`config.mk`:
```
export PLATFORM = sky130hd
export DESIGN_NAME = load_current_regulator
export DESIGN_NICKNAME = d
export VERILOG_FILES = /design/src/rtl/lcr_pkg.sv /design/src/rtl/lcr_window.sv /design/src/rtl/lcr_rate.sv /design/src/rtl/lcr_filter.sv /design/src/rtl/load_current_regulator.sv
export SDC_FILE = /design/constraint.sdc
export NUM_CORES = 1
export LEC_CHECK = 0
export ABC_CLOCK_PERIOD_IN_PS = 11400
export BUFFER_PORTS_ARGS = -buffer_cell sky130_fd_sc_hd__buf_4
export CORE_MARGIN = 2
export CORE_UTILIZATION = 50
export CTS_CLUSTER_SIZE = 24
export DETAILED_ROUTE_END_ITERATION = 10
export PLACE_DENSITY_LB_ADDON = 0.15
export SYNTH_ARGS = -nofsm -noshare
export SYNTH_HDL_FRONTEND = slang
export SYNTH_HIERARCHICAL = 1
export SYNTH_SLANG_ARGS = --single-unit
export TNS_END_PERCENT = 20
```
`constraint.sdc`:
```
create_clock -name clk -period 11.4 [get_ports clk]
set_clock_uncertainty 0.05 [all_clocks]
set_input_delay 0.57 -clock clk [delete_from_list [all_inputs] [get_ports clk]]
set_output_delay 0.57 -clock clk [all_outputs]
set_load 0.05 [all_outputs]
```
`src/rtl/lcr_pkg.sv`:
```
package lcr_pkg;

  // Raise step for a 2-bit step code: 1, 2, 4 or 8.
  function automatic logic [3:0] up_step(input logic [1:0] code);
    return 4'b0001 << code;
  endfunction

  // Number of light-load readings needed for one unit of decrease.
  function automatic logic [5:0] dn_period(input logic [1:0] code);
    logic [5:0] p;
    case (code)
      2'd0:    p = 6'd32;
      2'd1:    p = 6'd8;
      2'd2:    p = 6'd2;
      default: p = 6'd1;
    endcase
    return p;
  endfunction

endpackage

```
`src/rtl/lcr_window.sv`:
```
module lcr_window #(
  parameter int MEAS_W  = 10,
  parameter int THR_W   = 4,
  parameter int UNIT_SH = 5
) (
  input  logic [MEAS_W-1:0] meas,
  input  logic [THR_W-1:0]  thr_min,
  input  logic [THR_W-1:0]  thr_hyst,
  output logic              raise,
  output logic              hi_hit
);
  localparam int BND_W = THR_W + UNIT_SH + 2;
  localparam int CMP_W = (BND_W > MEAS_W + 1) ? BND_W : MEAS_W + 1;

  logic [CMP_W-1:0] lo_bound, hi_bound, meas_ext;

  always_comb begin
    meas_ext = CMP_W'(meas);
    lo_bound = CMP_W'(thr_min) << UNIT_SH;
    hi_bound = (CMP_W'(thr_min) + CMP_W'(thr_hyst) + CMP_W'(1)) << UNIT_SH;
    raise    = (meas_ext < lo_bound);
    hi_hit   = (meas_ext >= hi_bound);
  end

endmodule

```
`src/rtl/lcr_rate.sv`:
```
module lcr_rate
  import lcr_pkg::*;
#(
  parameter int CNT_W = 5
) (
  input  logic       clk,
  input  logic       rst_n,
  input  logic       tick,
  input  logic       hi_hit,
  input  logic [1:0] dn_code,
  output logic       fire
);
  logic [CNT_W-1:0] cnt_q, cnt_d;
  logic [CNT_W:0]   last_idx;
  logic             cnt_en;

  always_comb begin
    last_idx = (CNT_W+1)'(dn_period(dn_code)) - (CNT_W+1)'(1);
    fire     = tick && hi_hit && ({1'b0, cnt_q} >= last_idx);
    cnt_en   = tick;
    if (!hi_hit || fire) cnt_d = '0;
    else                 cnt_d = cnt_q + 1'b1;
  end

  always_ff @(posedge clk or negedge rst_n) begin
    if (!rst_n)      cnt_q <= '0;
    else if (cnt_en) cnt_q <= cnt_d;
  end

endmodule

```
`src/rtl/lcr_filter.sv`:
```
module lcr_filter #(
  parameter int DIV = 4
) (
  input  logic clk,
  input  logic rst_n,
  input  logic valid,
  input  logic filt_en,
  output logic take
);
  localparam int PH_W = (DIV > 2) ? $clog2(DIV) : 1;

  logic [PH_W-1:0] ph_q, ph_d;
  logic            ph_wrap;

  always_comb begin
    ph_wrap = (ph_q == PH_W'(DIV - 1));
    take    = valid && (!filt_en || ph_wrap);
    if (!filt_en)   ph_d = '0;
    else if (valid) ph_d = ph_wrap ? '0 : ph_q + 1'b1;
    else            ph_d = ph_q;
  end

  always_ff @(posedge clk or negedge rst_n) begin
    if (!rst_n) ph_q <= '0;
    else        ph_q <= ph_d;
  end

endmodule

```
`src/rtl/load_current_regulator.sv`:
```
module load_current_regulator
  import lcr_pkg::*;
#(
  parameter int MEAS_W   = 10,
  parameter int CUR_W    = 5,
  parameter int THR_W    = 4,
  parameter int UNIT_SH  = 5,
  parameter int FILT_DIV = 4
) (
  input  logic              clk,
  input  logic              rst_n,
  input  logic              meas_valid,
  input  logic [MEAS_W-1:0] meas_value,
  input  logic [CUR_W-1:0]  run_cur,
  input  logic [THR_W-1:0]  thr_min,
  input  logic [THR_W-1:0]  thr_hyst,
  input  logic [1:0]        up_code,
  input  logic [1:0]        dn_code,
  input  logic              floor_quarter,
  input  logic              filt_en,
  output logic [CUR_W-1:0]  cur_scale
);
  localparam int SUM_W = CUR_W + 4;
  localparam int RCNT_W = 5;

  logic             loaded_q, regulate, take, raise, hi_hit, dec_fire, tick, reg_en;
  logic [CUR_W-1:0] cur_q, cur_d, floor_lim;
  logic [SUM_W-1:0] up_sum;

  lcr_filter #(.DIV(FILT_DIV)) u_filter (
    .clk(clk), .rst_n(rst_n), .valid(meas_valid), .filt_en(filt_en), .take(take)
  );

  lcr_window #(.MEAS_W(MEAS_W), .THR_W(THR_W), .UNIT_SH(UNIT_SH)) u_window (
    .meas(meas_value), .thr_min(thr_min), .thr_hyst(thr_hyst),
    .raise(raise), .hi_hit(hi_hit)
  );

  lcr_rate #(.CNT_W(RCNT_W)) u_rate (
    .clk(clk), .rst_n(rst_n), .tick(tick), .hi_hit(hi_hit),
    .dn_code(dn_code), .fire(dec_fire)
  );

  always_comb begin
    regulate  = (thr_min != '0);
    tick      = take && regulate && loaded_q;
    floor_lim = floor_quarter ? (run_cur >> 2) : (run_cur >> 1);
    up_sum    = SUM_W'(cur_q) + SUM_W'(up_step(up_code));
    cur_d     = cur_q;
    if (!loaded_q || !regulate) begin
      cur_d = run_cur;
    end else if (tick && raise) begin
      cur_d = (up_sum > SUM_W'(run_cur)) ? run_cur : up_sum[CUR_W-1:0];
      if (cur_d < floor_lim) cur_d = floor_lim;
    end else if (dec_fire) begin
      cur_d = (cur_q == '0) ? '0 : cur_q - 1'b1;
      if (cur_d > run_cur)   cur_d = run_cur;
      if (cur_d < floor_lim) cur_d = floor_lim;
    end
    reg_en = !loaded_q || !regulate || (tick && (raise || dec_fire));
  end

  always_ff @(posedge clk or negedge rst_n) begin
    if (!rst_n) begin
      loaded_q <= 1'b0;
      cur_q    <= '0;
    end else begin
      loaded_q <= 1'b1;
      if (reg_en) cur_q <= cur_d;
    end
  end

  assign cur_scale = cur_q;

  AST_WINDOW_EXCL: assert property (@(posedge clk) disable iff (!rst_n)
    !(raise && hi_hit));

  AST_OFF_FOLLOWS_RUN: assert property (@(posedge clk) disable iff (!rst_n)
    $past(loaded_q && (thr_min == '0)) |-> cur_scale == $past(run_cur));

  AST_RAISE_CEIL: assert property (@(posedge clk) disable iff (!rst_n)
    $past(tick && raise) |-> cur_scale <= $past(run_cur));

  AST_DROP_FLOOR: assert property (@(posedge clk) disable iff (!rst_n)
    $past(dec_fire) |-> cur_scale >= $past(floor_lim));

  AST_DROP_BY_ONE: assert property (@(posedge clk) disable iff (!rst_n)
    ($past(loaded_q) && $past(thr_min != '0) && (cur_scale < $past(cur_scale))
     && ($past(cur_scale) <= $past(run_cur)))
    |-> cur_scale == $past(cur_scale) - 1'b1);

  AST_BAND_HOLD: assert property (@(posedge clk) disable iff (!rst_n)
    $past(tick && !raise && !hi_hit) |-> cur_scale == $past(cur_scale));

  AST_NO_STROBE_HOLD: assert property (@(posedge clk) disable iff (!rst_n)
    ($past(loaded_q) && $past(!meas_valid) && $past(thr_min != '0))
    |-> cur_scale == $past(cur_scale));

endmodule

```
After elaboration in Yosys (flattened, before gate mapping)
Index checks and enable logic that the tools add are counted.
{"block": "totals", "output_inout_bits": 5, "wordCells": 61, "latch_bits": 0, "romBits": 0, "n_memories": 0, "ram_bits": 0, "regBits": 13}
{"block": "op_classes", "div": 0, "addsub": 7, "shifts": 1, "n_eq_ne": 4, "order_cmp": 7, "n_bitwise": 0, "mul": 0, "mux": 17, "n_reduce_logical": 21}
{"op": "$mux 5", "count": 12}
{"op": "$pmux 6 s3", "count": 1}
{"op": "$ge 10x11->1", "count": 1}
{"op": "$lt 10x9->1", "count": 1}
{"op": "$lt 5x4->1", "count": 2}
{"op": "$logic_and 1x1->1", "count": 7}
{"op": "$add 5x4->6", "count": 1}
{"op": "$add 6x1->6 const B", "count": 1}
{"op": "$ge 5x6->1", "count": 1}
{"op": "$gt 6x5->1", "count": 1}
{"op": "$mux 2", "count": 3}
{"op": "$sub 6x1->6 const B", "count": 1}
{"op": "$add 4x4->5", "count": 1}
{"op": "$add 5x1->5 const B", "count": 1}
{"op": "$gt 5x5->1", "count": 1}
{"op": "$logic_not 5->1", "count": 1}
{"op": "$logic_or 1x1->1", "count": 5}
{"op": "$sub 5x1->5 const B", "count": 1}
{"op": "$eq 2x2->1 const B", "count": 2}
{"op": "$logic_not 1->1", "count": 4}
{"op": "$mux 4", "count": 1}
{"op": "$reduce_bool 4->1", "count": 1}
{"op": "$shl 1x2->4 const A", "count": 1}
{"op": "$reduce_bool 3->1", "count": 1}
{"op": "other kinds (5)", "count": 5}

Logic depth before layout (Yosys ltp)
Gate-level depths: netlist of the first run.
{"block": "logic_depth", "depth_word": 15, "depth_mapped": 19}

Hierarchy
Netlist of the first run, hierarchy kept.
{"module": "load_current_regulator", "seq_area_each_um2": 150.1, "instances": 1, "area_each_um2": 1333.8, "cells_each": 167}
{"module": "lcr_rate", "seq_area_each_um2": 125.1, "instances": 1, "area_each_um2": 417.9, "cells_each": 43}
{"module": "lcr_window", "seq_area_each_um2": 0.0, "instances": 1, "area_each_um2": 332.8, "cells_each": 41}
{"module": "lcr_filter", "seq_area_each_um2": 50.0, "instances": 1, "area_each_um2": 116.4, "cells_each": 10}

Least setup slack after synthesis of the first run
No wires, ideal clock.
{"block": "synth_timing", "kind": "reg-to-reg", "from": "register cur_q[1] (netlist: cur_scale[1])", "to": "register cur_q[3] (netlist: cur_scale[3])", "path_slack_ns": 6.792, "t_required_ns": 11.211, "n_path_buf": 0, "arrival_ns": 4.420, "path_stages_with_launch": 18, "setup_ns": 0.139, "path_cell_list": "dfrtp_1 -> inv_1 -> ha_1 -> mux2_2 -> ha_1 -> and3_1 -> and3_1 -> a21oi_4 -> mux2i_1 -> inv_1 -> ha_1 -> a21o_1 -> nand2b_1 -> a2111o_1 -> o311a_1 -> nor2_1 -> mux2_1 -> or4_1"}
{"block": "synth_between", "elab_chain_cells": 12}
{"item": "start: declaration", "line": "load_current_regulator.sv:27", "source": "logic [CUR_W-1:0] cur_q, cur_d, floor_lim;"}
{"item": "start signal: assignment", "line": "load_current_regulator.sv:69", "source": "if (reg_en) cur_q <= cur_d;"}
{"item": "$sub 5x1->5 or $logic_not 5->1 (tied branches)", "line": "load_current_regulator.sv:56", "source": "cur_d = (cur_q == '0) ? '0 : cur_q - 1'b1;"}
{"item": "$mux 5", "line": "load_current_regulator.sv:56"}
{"item": "$gt 5x5->1", "line": "load_current_regulator.sv:57", "source": "if (cur_d > run_cur) cur_d = run_cur;"}
{"item": "$mux 5", "line": "load_current_regulator.sv:57"}
{"item": "$mux 5", "line": "load_current_regulator.sv:55", "source": "end else if (dec_fire) begin"}
{"item": "$mux 5", "line": "load_current_regulator.sv:52", "source": "end else if (tick && raise) begin"}
{"item": "$mux 5", "line": "load_current_regulator.sv:50", "source": "if (!loaded_q || !regulate) begin"}
{"item": "$lt 5x4->1", "line": "load_current_regulator.sv:58", "source": "if (cur_d < floor_lim) cur_d = floor_lim;"}
{"item": "$mux 5", "line": "load_current_regulator.sv:58"}
{"item": "$mux 5", "line": "load_current_regulator.sv:55"}
{"item": "$mux 5 (*)", "line": "load_current_regulator.sv:52"}
{"item": "$mux 5 (*)", "line": "load_current_regulator.sv:50"}
Mark *: on every way between the ends. The rest lies on a longest branch, timed or not. The select of a mux whose other input is x is not followed.
A chain may end at the register's enable or synchronous reset.

Worst setup path after layout of the first run
{"block": "layout_timing", "from": "register cur_q[2] (netlist: cur_scale[2])", "to": "register cur_q[3] (netlist: cur_scale[3])"}
Same word-level chain as after synthesis.

==> results by group, run 1 <==
Clock network
  – Clk_lat worst skew: 0.24 ns
  – Hold_buf cts: 0
  – Postcts setup bufs: 0
  – CTS tree: built
  – TritonCTS Sinks: 13
  – Clock-pin slew on the worst setup and hold paths: 0.06 ns
  – Num CTS Buffers: 3
  – Root buf cell: clkbuf_8
  – Max clock buf depth: 2
  – H-Tree Depth: 1
  – Post-CTS resize count: 0

Die
  – Row count: 24
  – Core area: 4294 sq um
  – # IOs: 37
  – Initial Util: between 50% and 60%
  – Die area: 4948 sq um
  – Die W: between 70 and 80 um
  – Vert. Die Dim: 70.35 um

Synth
  – YS warnings: 6
  – Yosys reg bits: 13
  – Yosys cell types: 69
  – XOR/XNOR Fraction of Synth Area: 1.990%
  – Cell taking the most area after synthesis: ha_1
  – Simple-gate share of the synthesized area: 22.46%
  – Largest cells by area after synthesis: ha_1, dfrtp_1, inv_1, mux2i_1, a21oi_1
  – Post-synthesis mux area share: under 10%
  – Post-Synthesis Cells: 261
  – Post-synthesis adder-cell area fraction: 23.99%
  – Compound-Gate Fraction of Synth Area: 23.71%
  – Top FF cell, synth: dfrtp_1
  – Ys async rst share: 100.0%
  – Sequential cell area fraction in the yosys report: 14.78%
  – Mapped cell area: 2201 sq um
  – Post-synth top area share: between 20% and 30%
  – Post-Syn Area per Cell: 8.432 sq um
  – Main combinational cell family by area after synthesis: adder cells
  – Net Count, Synth: 334
  – Number of synthesized flops with an enable pin: 0

Global route
  – Vias in the first global route: between 1500 and 2000
  – Global-route wire length before repair: 9.004 mm
  – GRT Util Overall: 22.04%
  – Antenna violations before repair: 0
  – Largest net degree at the start of global routing: 15
  – GRT overflow: 0

Finish
  – Design area: 2564 sq um
  – Fillcell total: between 400 and 500
  – Area growth, synth to finish: 16.49%
  – Multi-input gate area: 1760 sq um
  – Commonest non-fill, non-tap cell in the layout: ha_1
  – Diode count: 0
  – Fin nets: 372
  – Sequential Area: 325.3 sq um
  – Share of cells above drive strength 1: 21.14%
  – Most frequent cells in the layout: ha_1, buf_4, inv_1

Place
  – GP Congestion: 0.8988
  – Detailed Place HPWL: ~4.2 mm
  – Placed Area: 2519 sq um
  – Port bufs: 36

Job
  – Max Cap Violations: 0

Pwr
  – Leak: 0.001328 uW
  – PD cells: 125.2 nW/um^2
  – Maximum VDD drop: 0.00007524 V

Setup path
  – CP max-delay cell: dfrtp_1
  – Worst setup SP type: flop
  – Critical Path AT: 4.74 ns
  – Cell Chain, Critical Path: nor3_1 > mux2i_1 > inv_1 > ha_1 > and3_1 > and3_1 > a21oi_4 > mux2i_1 > inv_1 > ha_1 > a21o_1 > nand2b_1 > a2111o_1 > o311a_1 > nor2_1 > mux2_1 > or4_1
  – CP max FO: 7
  – Crit. End Element: flop
  – Reg-to-reg setup timing slack: 6.73 ns
  – RR Startpoint: cur_scale[2]
  – FF-to-FF path depth: 17
  – FF-to-FF End: cur_scale[3]
  – Kind of critical path: flop to flop
  – Req. time, crit path: around 11 ns
  – Max stage delay on crit path: 0.49 ns

Min path
  – Hold WC Path Type: input port to async pin

STA
  – Slew Limit Fails: 0
  – Final cycle utilization of the critical path: around two fifths
  – Slew @ Worst Pin: around 0.74 ns
  – Peak Freq: 214.0 MHz
  – Final min period: 4.673 ns
  – RSZ-0062 raised after global routing: no
  – Final setup vio count: 0
  – Slew margin rel.: between 40% and 50%
  – Final setup TNS: 0 ns
  – Final hold violation count: 0

Detailed routing
  – WL/cell: 14.61 um
  – Initial DRC count: 90
  – First-pass iteration count of the detailed router: 4
  – Via count: 2067
  – Via density: just under 6
  – Routed Antenna Nets: 0
  – DR DRC count: 0
  – Routed WL: 5.114 mm

Outcome
  – Status: complete, no violations
-- metal layers --
metal / vias to the layer above / wire (um) / global-route usage (%)
li1: 1059 / - / -
met2: 49 / 2309 / 34.91
met1: 955 / 2533 / 31.97
met3: 4 / 232 / 2.886
met4: 0 / 38 / 4.487
met5: - / 0 / 0
-- layout make-up --
class | instances | share of cell area (%)
clock buffers | 4 | 1.757
inverters | 26 | 3.807
repair buffers | 36 | 10.54
well taps | 52 | 2.538
multi-input cells | 219 | 68.67
flip-flops and latches | 13 | 12.69
-- critical path: cells and delay by family, from the launching register on --
kind | cells | cell delay, ns
AND/OR/NAND/NOR | 6 | 1.43
flip-flops | 1 | 0.49
buffers and inverters | 2 | 0.14
multiplexers | 3 | 0.94
AO/OA/AOI/OAI | 4 | 0.89
adder cells (fa/ha/maj) | 2 | 0.59
-- where the power goes --
part | internal, uW | switching, uW | total [uW]
Sequential | 52.7 | 10.9 | 63.7
Combinational | 94.2 | 122 | 216
Clock | 24.6 | 16.2 | 40.8
-- synthesized netlist by cell type, types with 3 or more instances --
master,count
nand2_1,11
nand3_1,7
o41ai_1,3
o21ai_0,6
mux2_2,6
nor2_1,20
o21ai_1,4
a21o_1,9
nand2b_1,4
nor3_1,3
and3_1,7
mux2i_1,9
ha_1,39
dfrtp_1,13
inv_1,26
a21oi_1,15
nor2b_1,8
nand4_1,5
xnor2_1,3
-- registers in the layout, summed over array words and instances, names as in the netlist --
name and cells:
cur_scale 5, loaded_q 1, u_filter/ph_q 2, u_rate/cnt_q 5
-- how the worst max path moves through the flow --
stage                       startpoint           end  slack (ns)
after floorplan           cur_scale[1]  cur_scale[3]        6.79
after global placement      up_code[1]  cur_scale[3]        6.58
after detailed placement    up_code[1]  cur_scale[3]        6.56
after CTS                 cur_scale[1]  cur_scale[3]        6.78
after global routing      cur_scale[2]  cur_scale[3]        6.45
final                     cur_scale[2]  cur_scale[3]        6.73
-- through the flow --
stage               setup slack, ns  util (%)  total power (uW)  hold slack, ns  std cells
floorplan                     6.792         -             223.0          0.2244        261
detailed placement            6.556     58.65             276.7          0.3747        346
finish                        6.727     59.70             320.9          0.1132        350
CTS                           6.780     59.70             319.1          0.1166        350
global placement              6.583     58.65             275.4          0.3793        346
global route                  6.447     59.70             350.6          0.1182        350
-- cells by family (layout without fill, tap and decap cells) --
family | count (synthesis) | in the layout
mux | 16 | 16
simple gates | 87 | 87
fa+ha+maj | 41 | 41
buf+inv | 29 | 66
flops | 13 | 13
xor+xnor | 5 | 5
other cells | 1 | 1
compound gates | 69 | 69
Power figures use the tool's default switching activity.
==> run 2: changes to the inputs <==
Settings changed: ABC_CLOCK_PERIOD_IN_PS 11400 to 4400.
Clock period 11.4 ns to 4.4 ns, I/O delays scaled along.
==> run 2 against run 1 <==
Final area up 13%. Fmax up 8.2%. Sequential power grew to 2.6 times the previous value. Global-route usage up 0.71 points. Wire length increased by 11%. Register-to-register slack got worse by 6.6 ns. Non-clock buffer count up 18. Flip-flop and latch count unchanged. Critical path depth grew 1. Hold slack gained 0.038 ns. Combinational power rose to 3.6 times the previous value. Cell count up 5.1%. Largest power group unchanged.
==> results by group, run 2 (synthesis gave the netlist of run 1 again) <==
Clock network
  – Clock-pin slew on the worst setup and hold paths: 0.06 ns (about the same)
  – Root buf cell: clkbuf_8 (unchanged)
  – Num CTS Buffers: 3 (unchanged)
  – TritonCTS Sinks: 13 (unchanged)
  – Max clock buf depth: 2 (unchanged)
  – Clk_lat worst skew: 0.25 ns (was 0.24 ns)
  – CTS tree: built (unchanged)
  – H-Tree Depth: 1 (unchanged)

Job
  – Max Cap Violations: 0 (unchanged)

STA
  – Hold_ws: 0.1510 ns (was 0.1132 ns)
  – Final setup vio count: 0 (unchanged)
  – Final min period: 4.320 ns (was 4.673 ns)
  – Setup WS post-layout: 0.08005 ns (was 6.727 ns)
  – Slew Limit Fails: 0 (unchanged)
  – Peak Freq: 231.5 MHz (was 214.0 MHz)
  – Slew margin rel.: 50.07% (was 49.93%)
  – Slew @ Worst Pin: 0.7411 ns (was 0.7432 ns)
  – Final hold violation count: 0 (unchanged)
  – Final setup TNS: 0 ns (unchanged)
  – Final cycle utilization of the critical path: 98.18% (was 40.99%)

Finish
  – Commonest non-fill, non-tap cell in the layout: buf_4 (was ha_1)
  – Final Non-Filler Cells: 368 (was 350)
  – Diode count: 0 (unchanged)
  – Fin util: 67.57% (was 59.70%)
  – Area growth, synth to finish: 31.84% (was 16.49%)
  – Fin nets: 390 (was 372)
  – Top Registers: cur_scale x5, u_rate/cnt_q x5, u_filter/ph_q x2 (unchanged)
  – Share of cells above drive strength 1: 34.18% (was 21.14%)
  – Most frequent cells in the layout: buf_4, ha_1, inv_1 (was ha_1, buf_4, inv_1)

Detailed routing
  – Routed WL: 5.695 mm (was 5.114 mm)
  – Routed Antenna Nets: 0 (unchanged)
  – Via density: 5.908 (was 5.906)
  – WL/cell: 15.48 um (was 14.61 um)
  – First-pass iteration count of the detailed router: 4 (unchanged)
  – DR DRC count: 0 (unchanged)
  – Via count: 2174 (was 2067)
  – Initial DRC count: 98 (was 90)

Die
  – Row count: 24 (unchanged)
  – Die W: 70.35 um (unchanged)
  – Initial Util: 51.25% (unchanged)
  – Die area: 4948 sq um (unchanged)
  – # IOs: 37 (unchanged)
  – Vert. Die Dim: 70.35 um (unchanged)
  – Core area: 4294 sq um (unchanged)

Pwr
  – Sw frac: 44.25% (was 46.51%)
  – Maximum VDD drop: 0.0001986 V (was 0.00007524 V)
  – Leak: 0.001450 uW (was 0.001328 uW)
  – Combinational Power Share: 74.1% (was 67.4%)
  – Clock network fraction of total power: 10.4% (was 12.7%)
  – PD cells: 361.4 nW/um^2 (was 125.2 nW/um^2)
  – Flop pwr share: 15.5% (was 19.8%)
  – P_sw: 464.0 uW (was 149.2 uW)
  – Int Pwr: 584.5 uW (was 171.6 uW)

Global route
  – Global-route wire length before repair: 9.190 mm (was 9.004 mm)
  – GRT Util Overall: 22.75% (was 22.04%)
  – M3 GR Usage: 3.175% (was 2.886%)
  – Largest net degree at the start of global routing: 15 (unchanged)
  – GRT overflow: 0 (unchanged)
  – Antenna violations before repair: 0 (unchanged)
  – Busiest grt layer: met2 (unchanged)
  – Vias in the first global route: 2044 (was 1978)
  – Met1 Usage GRT: 30.63% (was 31.97%)
  – Met2 Usage GRT: 38.47% (was 34.91%)

Place
  – Detailed Place HPWL: 4.435 mm (was 4.227 mm)
  – Placed cell count: 353 (was 346)
  – Port bufs: 36 (unchanged)
  – Pre-CTS WS: -0.1051 ns (was 6.556 ns)
  – GP Congestion: 0.9369 (was 0.8988)

Outcome
  – Status: complete, no violations (unchanged)

Setup path
  – Req. time, crit path: 4.47 ns (was 11.47 ns)
  – CP max FO: 5 (was 7)
  – Critical Path AT: 4.39 ns (was 4.74 ns)
  – Worst setup SP type: flop (unchanged)
  – Kind of critical path: flop to flop (unchanged)
  – Crit. End Element: flop (unchanged)
  – Reg-to-reg setup timing slack: 0.08 ns (was 6.73 ns)

Min path
  – Hold WC Path Type: input port to flop (was input port to async pin)
run 2: layout make-up:
| cell class | instances | area (sq um) |
|---|---|---|
| Multi-Input combinational cell | 219 | 1957 |
| Fill cell | 378 | 1393 |
| Timing Repair Buffer | 54 | 407.9 |
| Sequential cell | 13 | 329.1 |
| Inverter | 26 | 97.59 |
| Tap cell | 52 | 65.06 |
| Clock buffer | 4 | 45.04 |
run 2: metal layers:
metal	routed length, um	vias up	part of all wire, %
li1	-	1086	-
met1	2590	1028	45
met3	278	7	4.9
met4	53	0	0.93
met2	2771	53	49
met5	0	-	0
run 2: worst paths after layout:
kind,startpoint,endpoint,depth (start not counted)
setup / recovery,cur_scale[1],cur_scale[3],18
hold / removal,filt_en,u_filter/ph_q[0],2
setup reg to reg,cur_scale[1],cur_scale[3],18
hold reg to reg,u_rate/cnt_q[4],u_rate/cnt_q[4],1
max in group asynchronous,rst_n,cur_scale[2],2
min in group asynchronous,rst_n,u_rate/cnt_q[4],2
run 2: timing repair:
item	in CTS	in global routing
resized for setup	0	29
endpoints found under the setup margin	1	2
hold endpoints to repair	13	0
hold buffers	1	0
pin swaps	1	11
buffers inserted	4	6
run 2: through the flow:
step | total power [uW] | area, sq um
finish | 1048 | 2902
global route | 1138 | 2902
CTS | 897.5 | 2670
detailed placement | 764.0 | 2585
global placement | 754.2 | 2585
floorplan | 585.2 | 2215
run 2: worst max-delay path: stages (launching register included):
cell and delay, ns:
dfrtp_2 0.43, buf_4 0.16, ha_1 0.31, a21oi_2 0.17, nor2b_1 0.07, nor2_2 0.15, xnor2_2 0.14, ha_1 0.27
o21ai_1 0.08, a21oi_1 0.05, o31a_1 0.36, nor2_4 0.22, mux2i_2 0.31, inv_1 0.12, ha_4 0.30, nand3_4 0.08
a31o_4 0.23, and4_4 0.18, or4_1 0.51
run 2: power by group through the flow:
stage	sequential, uW	clock [uW]	combinational (uW)
final	163	109	777
after global routing	165	118	855
after CTS	161	113	624
after detailed placement	163	0	601
after global placement	162	0	592
after floorplan	188	0	397
